===== src/rtl/edh_pkg.sv =====
package edh_pkg;
  localparam int WORD_W = 10;
  localparam int CRC_W  = 16;
  localparam int SUM_W  = 9;
  localparam int CNT_W  = 8;
  localparam int SLICE_W = 6;

  typedef enum logic [2:0] {PK_IDLE, PK_DBN, PK_CNT, PK_USER, PK_SUM} pk_state_t;

  // Advance a CRC by one word, lowest bit first.
  function automatic logic [CRC_W-1:0] crc_feed(input logic [CRC_W-1:0] c,
                                                input logic [WORD_W-1:0] w,
                                                input logic [CRC_W-1:0] poly);
    logic [CRC_W-1:0] r;
    logic fb;
    r = c;
    for (int i = 0; i < WORD_W; i++) begin
      fb = r[CRC_W-1] ^ w[i];
      r  = {r[CRC_W-2:0], 1'b0} ^ (fb ? poly : '0);
    end
    return r;
  endfunction

  // Pack one slice of a CRC into a protected 10-bit word.
  function automatic logic [WORD_W-1:0] crc_slice(input logic [CRC_W-1:0] c,
                                                  input logic ok,
                                                  input logic [1:0] part);
    logic [SLICE_W-1:0] p;
    logic [WORD_W-1:0] r;
    case (part)
      2'd0:    p = c[5:0];
      2'd1:    p = c[11:6];
      default: p = {2'b00, c[15:12]};
    endcase
    r    = {2'b00, p, ok, 1'b0};
    r[8] = ^r[7:0];
    r[9] = ~r[8];
    return r;
  endfunction
endpackage


===== src/rtl/edh_region_crc.sv =====
module edh_region_crc
  import edh_pkg::*;
#(
  parameter logic [CRC_W-1:0] CRC_POLY = 16'h1021,
  parameter logic [CRC_W-1:0] CRC_INIT = 16'hFFFF
) (
  input  logic              clk,
  input  logic              rst,
  input  logic              vld,
  input  logic              flag,
  input  logic [WORD_W-1:0] word,
  output logic [CRC_W-1:0]  crc_fwd,
  output logic              ok_fwd
);
  logic             in_reg;
  logic [CRC_W-1:0] run;
  logic [CRC_W-1:0] hold;
  logic             ok;
  logic             close;

  assign close = vld && !flag && in_reg;

  always_ff @(posedge clk) begin
    if (rst) begin
      in_reg <= 1'b0;
      run    <= CRC_INIT;
      hold   <= '0;
      ok     <= 1'b0;
    end else if (vld) begin
      in_reg <= flag;
      if (flag) run <= crc_feed(in_reg ? run : CRC_INIT, word, CRC_POLY);
      if (close) begin
        hold <= run;
        ok   <= 1'b1;
      end
    end
  end

  // Forward the just-finished value when the region closes this word.
  assign crc_fwd = close ? run : hold;
  assign ok_fwd  = close | ok;
endmodule


===== src/rtl/edh_pkt_editor.sv =====
module edh_pkt_editor
  import edh_pkg::*;
#(
  parameter logic [WORD_W-1:0] DID_CODE  = 10'h1F4,
  parameter int                CRC_SLOTS = 3
) (
  input  logic              clk,
  input  logic              rst,
  input  logic              vld,
  input  logic              en,
  input  logic [WORD_W-1:0] word,
  input  logic [CRC_W-1:0]  ap_crc,
  input  logic              ap_ok,
  input  logic [CRC_W-1:0]  ff_crc,
  input  logic              ff_ok,
  output logic [WORD_W-1:0] word_out,
  output logic              sub_crc,
  output logic              sub_sum
);
  localparam int                ALL_SLOTS = 2 * CRC_SLOTS;
  localparam logic [WORD_W-1:0] PRE_LO    = '0;
  localparam logic [WORD_W-1:0] PRE_HI    = '1;

  pk_state_t         state;
  logic [SUM_W-1:0]  sum;
  logic [CNT_W-1:0]  cnt;
  logic [CNT_W-1:0]  idx;
  logic [WORD_W-1:0] h0, h1, h2;
  logic              hdr_hit;
  logic              sel_ff;
  logic [CNT_W-1:0]  part_idx;
  logic [CRC_W-1:0]  pick_crc;
  logic              pick_ok;

  assign hdr_hit  = (h2 == PRE_LO) && (h1 == PRE_HI) && (h0 == PRE_HI) && (word == DID_CODE);
  assign sel_ff   = idx >= CNT_W'(CRC_SLOTS);
  assign part_idx = sel_ff ? idx - CNT_W'(CRC_SLOTS) : idx;
  assign pick_crc = sel_ff ? ff_crc : ap_crc;
  assign pick_ok  = sel_ff ? ff_ok : ap_ok;
  assign sub_crc  = vld && en && (state == PK_USER) && (idx < CNT_W'(ALL_SLOTS));
  assign sub_sum  = vld && en && (state == PK_SUM);

  always_comb begin
    word_out = word;
    if (sub_crc)      word_out = crc_slice(pick_crc, pick_ok, part_idx[1:0]);
    else if (sub_sum) word_out = {~sum[SUM_W-1], sum};
  end

  always_ff @(posedge clk) begin
    if (rst) begin
      state <= PK_IDLE;
      sum   <= '0;
      cnt   <= '0;
      idx   <= '0;
      h0    <= '0;
      h1    <= '0;
      h2    <= '0;
    end else if (vld) begin
      h2 <= h1;
      h1 <= h0;
      h0 <= word;
      case (state)
        PK_IDLE: if (hdr_hit) begin
          sum   <= word[SUM_W-1:0];
          state <= PK_DBN;
        end
        PK_DBN: begin
          sum   <= sum + word[SUM_W-1:0];
          state <= PK_CNT;
        end
        PK_CNT: begin
          sum   <= sum + word[SUM_W-1:0];
          cnt   <= word[CNT_W-1:0];
          idx   <= '0;
          state <= (word[CNT_W-1:0] == '0) ? PK_SUM : PK_USER;
        end
        PK_USER: begin
          sum <= sum + word_out[SUM_W-1:0];
          idx <= idx + 1'b1;
          if (idx == cnt - 1'b1) state <= PK_SUM;
        end
        default: state <= PK_IDLE;
      endcase
    end
  end
endmodule


===== src/rtl/edh_crc_regen.sv =====
module edh_crc_regen
  import edh_pkg::*;
#(
  parameter logic [CRC_W-1:0]  CRC_POLY  = 16'h1021,
  parameter logic [CRC_W-1:0]  CRC_INIT  = 16'hFFFF,
  parameter logic [WORD_W-1:0] DID_CODE  = 10'h1F4,
  parameter int                CRC_SLOTS = 3
) (
  input  logic              clk,
  input  logic              rst,
  input  logic [WORD_W-1:0] din,
  input  logic              din_vld,
  input  logic              pic_flag,
  input  logic              fld_flag,
  input  logic              sd_sel,
  input  logic              crc_ins_n,
  input  logic              proc_en,
  output logic [WORD_W-1:0] dout,
  output logic              dout_vld
);
  localparam int N_REG = 2;  // 0: active picture, 1: full field

  logic [N_REG-1:0] flags;
  logic [CRC_W-1:0] rcrc [N_REG];
  logic             rok  [N_REG];
  logic             en;
  logic [WORD_W-1:0] edited;
  logic             sub_crc;
  logic             sub_sum;

  assign flags = {fld_flag, pic_flag};
  assign en    = proc_en && !crc_ins_n && sd_sel;

  for (genvar g = 0; g < N_REG; g++) begin : g_reg
    edh_region_crc #(.CRC_POLY(CRC_POLY), .CRC_INIT(CRC_INIT)) u_crc (
      .clk(clk), .rst(rst), .vld(din_vld), .flag(flags[g]), .word(din),
      .crc_fwd(rcrc[g]), .ok_fwd(rok[g])
    );
  end

  edh_pkt_editor #(.DID_CODE(DID_CODE), .CRC_SLOTS(CRC_SLOTS)) u_edit (
    .clk(clk), .rst(rst), .vld(din_vld), .en(en), .word(din),
    .ap_crc(rcrc[0]), .ap_ok(rok[0]), .ff_crc(rcrc[1]), .ff_ok(rok[1]),
    .word_out(edited), .sub_crc(sub_crc), .sub_sum(sub_sum)
  );

  always_ff @(posedge clk) begin
    if (rst) begin
      dout     <= '0;
      dout_vld <= 1'b0;
    end else begin
      dout     <= edited;
      dout_vld <= din_vld;
    end
  end
endmodule


===== config.mk =====
export PLATFORM = sky130hd
export DESIGN_NAME = edh_crc_regen
export DESIGN_NICKNAME = d
export VERILOG_FILES = /design/src/rtl/edh_pkg.sv /design/src/rtl/edh_region_crc.sv /design/src/rtl/edh_pkt_editor.sv /design/src/rtl/edh_crc_regen.sv
export SDC_FILE = /design/constraint.sdc
export NUM_CORES = 1
export LEC_CHECK = 0
export BUFFER_PORTS_ARGS = -buffer_cell sky130_fd_sc_hd__buf_4
export CORE_UTILIZATION = 50
export DETAILED_ROUTE_END_ITERATION = 10
export PLACE_DENSITY_LB_ADDON = 0.3
export SYNTH_ARGS = -nofsm -noshare
export SYNTH_HDL_FRONTEND = slang
export SYNTH_SLANG_ARGS = --single-unit

===== constraint.sdc =====
create_clock -name clk -period 7.4 [get_ports clk]
set_input_delay 1.11 -clock clk [delete_from_list [all_inputs] [get_ports clk]]
set_output_delay 1.11 -clock clk [all_outputs]
set_load 0.005 [all_outputs]

==> summary.md <==
| Metric | Value |
|---|---|
| Hpwl dp | `11.4 mm` |
| Fraction of final layout cells sized beyond drive strength 1 | `9.94%` |
| Pint | `1.29 mW` |
| DRC | `0` |
| FILL cells | `1177` |
| Final clock skew | `0.00744 ns` |
| Top flop regs | `g.u_crc.hold: 32 flops, g.u_crc.run: 32 flops` |
| Initial antenna violation count | `0` |
| Post-synthesis net count | `829` |
| Overflow after GRT | `0` |
| Yosys reg bits | `roughly 140` |
| Number of synthesized flops with an enable pin | `0` |
| Hold_ws | `between 0.4 and 0.5 ns` |
| Crit Path Class | `in -> reg` |
| RSZ-0062 raised after global routing | `false` |
| P_leak | `about 3.3 nW` |
| Worst vdd ir | `0.118 mV` |
| Post-synthesis sequential area ratio | `39.4%` |
| Via density | `5.63` |
| CP startpoint kind | `input pin` |
| Clk root buf | `clkbuf_16` |
| Fin. Hold Viols | `0` |
| Comb pwr share | `11.9%` |
| DR WL/cell | `17.0 um` |
| Port buffer count | `28` |
| Setup Fix Bufs, Post-CTS | `0` |
| Normalized max-slew margin | `25.2%` |
| Switching power | `473 uW` |
| Die area | `~0.014 mm^2` |
| Worst r2r src | `g_reg[0].u_crc.in_reg$_SDFFE_PP0P_` |
| Worst setup EP type | `register` |
| # IOs | `29` |
| Syn Inst Count | `799` |
| Setup violations, final | `0` |
| Worst EP required | `7.77 ns` |
| Vias in the first global route | `around 5500` |
| Gpl congestion | `between 0.8 and 0.9` |
| Worst path arrival time | `5.39 ns` |
| Max Fclk | `0.199 GHz` |
| Area leader, netlist | `dfxtp_1` |
| NumNets Final | `822` |
| Top FF cell, synth | `dfxtp_1` |
| CORE AREA | `0.0134 mm^2` |
| Post-cts sizing count | `0` |
| Ant diodes | `0` |
| Total vias in the final route | `5521` |
| Worst R2R Setup Slack | `2.41 ns` |
| Total track usage | `between 20 and 30%` |
| Clk Latency, worst-skew pair | `0.43 ns` |
| Critical path origin | `pic_flag` |
| P per Cell Area | `228 mW/mm^2` |
| Hold Path Class | `reg -> reg` |
| Most frequent cells in the layout | `dfxtp_1 (137), nor2_1 (101), nand2_1 (87), mux2i_1 (66), xnor2_1 (64)` |
| Status | `finished, final reports clean` |
| Share of synthesized flip-flops with an asynchronous set or reset | `0%` |
| Max Cap Viol | `0` |
| Largest net degree at the start of global routing | `96` |
| Crit-path max FO | `16` |
| Die X | `120 um` |
| Synth Cell Area | `0.00696 mm^2` |
| R2R cell count | `17` |
| Initial Utilization | `51.9%` |
| H-tree Lvls | `4` |
| Die Y | `120 um` |
| FF-to-FF End | `u_edit.sum[8]$_SDFFE_PP0P_` |
| Syn_area_per_cell | `8.71 um^2` |
| Clock Power Share | `42.9%` |
| WL final | `16.7 mm` |
| YS warnings | `0` |
| Largest cells by area after synthesis | `dfxtp_1 (39%), mux2i_1 (9.5%), xnor2_1 (8.1%)` |
| Final TNS setup | `0 ns` |
| Max Buffers Root-to-Sink | `2` |
| Fin crit share | `67.9%` |
| Tmin final | `between 5 and 6 ns` |
| First-pass GRT wire length | `approximately 27 mm` |
| Yosys top cell area share | `39.4%` |
| TritonCTS buffer count | `17` |
| DR pass1 iterations | `5` |
| Commonest non-fill, non-tap cell in the layout | `dfxtp_1` |
| Clock sink count | `between 100 and 150` |
| CP endpoint | `u_edit.sum[8]$_SDFFE_PP0P_` |
| Initial DRC Count | `around 340` |
| Number of cell rows | `42` |
| Seq pwr share | `45.2%` |
| Slew @ Worst Pin | `approximately 1.1 ns` |
| CTS clk-pin slew, worst paths | `0.06 ns` |
| Antenna viol nets, final | `0` |
| Hold buffer count at cts | `0` |
| Sw Share | `26.8%` |
| Cell variety after synth | `58` |
| Slew Limit Fails | `0` |
| Synth-to-layout area growth | `11.2%` |
| CTS tree | `yes` |
## worst max-delay path: stages
cell and delay, ns:
buf_4 0.12, nand3b_1 0.69, mux2_2 0.55, o221ai_1 0.18
a2bb2oi_1 0.13, o21ai_0 0.30, o21ai_0 0.13, ha_1 0.33
nor2b_1 0.16, o21ai_0 0.19, a21boi_0 0.15, o21ai_0 0.17
nand2b_1 0.10, a31oi_1 0.31, xor2_1 0.24, o221ai_1 0.17
a31o_2 0.26, a21oi_1 0.10
## cells in the mapped netlist, types with 6 or more instances
cell type	instances
nand2_1	87
ha_1	11
nor2_1	101
a21oi_1	31
nor3_1	12
mux2i_1	66
a211oi_1	7
nand2b_1	18
nor2b_1	28
xor2_1	21
mux2_2	7
dfxtp_1	137
o21ai_0	22
xnor2_1	64
o211ai_1	34
inv_1	13
nand4_1	7
nand3_1	6
clkbuf_1	50
## logic make-up (layout without fill, tap and decap cells)
group	after synthesis	count (layout)	share of synthesized area, %
xor+xnor	87	87	11.3
compound gates	123	123	11.7
fa+ha+maj	12	12	2.27
simple gates	292	292	19.9
buf+inv	72	78	3.96
flops	137	137	39.4
mux	76	76	11.5
## power by group through the flow
| stage | Clock, mW | Sequential (mW) | Combinational [mW] |
|---|---|---|---|
| after global placement | 0 | 0.812 | 0.201 |
| final | 0.757 | 0.798 | 0.209 |
| after CTS | 0.772 | 0.797 | 0.208 |
| after floorplan | 0 | 0.800 | 0.163 |
| after detailed placement | 0 | 0.813 | 0.206 |
| after global routing | 0.803 | 0.801 | 0.228 |
## final cells by class
class / count / area (um^2) / area share, %
Inverter: 13 / 48.8 / 0.631
Tap cell: 176 / 220 / 2.85
Multi-Input combinational cell: 590 / 3950 / 51.0
Clock inverter: 13 / 98.8 / 1.28
Sequential cell: 137 / 2740 / 35.4
Timing Repair Buffer: 33 / 248 / 3.20
Clock buffer: 19 / 433 / 5.60
## layer usage
metal	track usage, %	routed length, um
met5	0	0
met4	16.0	849
met3	4.75	642
met2	40.1	7870
met1	30.8	7330
## stage by stage
step           cells  power [mW]  setup WS (ns)  util [%]  instance area (um^2)
2_1_floorplan    799       0.963           2.84         -                  6960
3_3_place_gp     949        1.01           2.18      53.8                  7210
3_5_place_dp     949        1.02           1.99      53.8                  7210
4_1_cts          981        1.78           2.44      57.7                  7740
5_1_grt          981        1.83           1.88      57.7                  7740
6_report         981        1.76           2.38      57.7                  7740
## how the worst min path moves through the flow
| stage | slack [ns] | endpoint | start | cells past startpoint |
|---|---|---|---|---|
| 6_report | 0.46 | g_reg[1].u_crc.hold[6]$_SDFFE_PP0P_ | g_reg[1].u_crc.hold[6]$_SDFFE_PP0P_ | 2 |
| 5_1_grt | 0.48 | g_reg[1].u_crc.hold[0]$_SDFFE_PP0P_ | g_reg[1].u_crc.hold[0]$_SDFFE_PP0P_ | 2 |
| 4_1_cts | 0.46 | g_reg[1].u_crc.hold[6]$_SDFFE_PP0P_ | g_reg[1].u_crc.hold[6]$_SDFFE_PP0P_ | 2 |
| 3_5_place_dp | 0.45 | g_reg[0].u_crc.hold[6]$_SDFFE_PP0P_ | g_reg[0].u_crc.hold[6]$_SDFFE_PP0P_ | 2 |
| 3_3_place_gp | 0.44 | g_reg[1].u_crc.hold[6]$_SDFFE_PP0P_ | g_reg[1].u_crc.hold[6]$_SDFFE_PP0P_ | 2 |
| 2_1_floorplan | 0.43 | g_reg[0].u_crc.ok$_SDFFE_PP0P_ | g_reg[0].u_crc.ok$_SDFFE_PP0P_ | 2 |
Power figures use the tool's default switching activity.
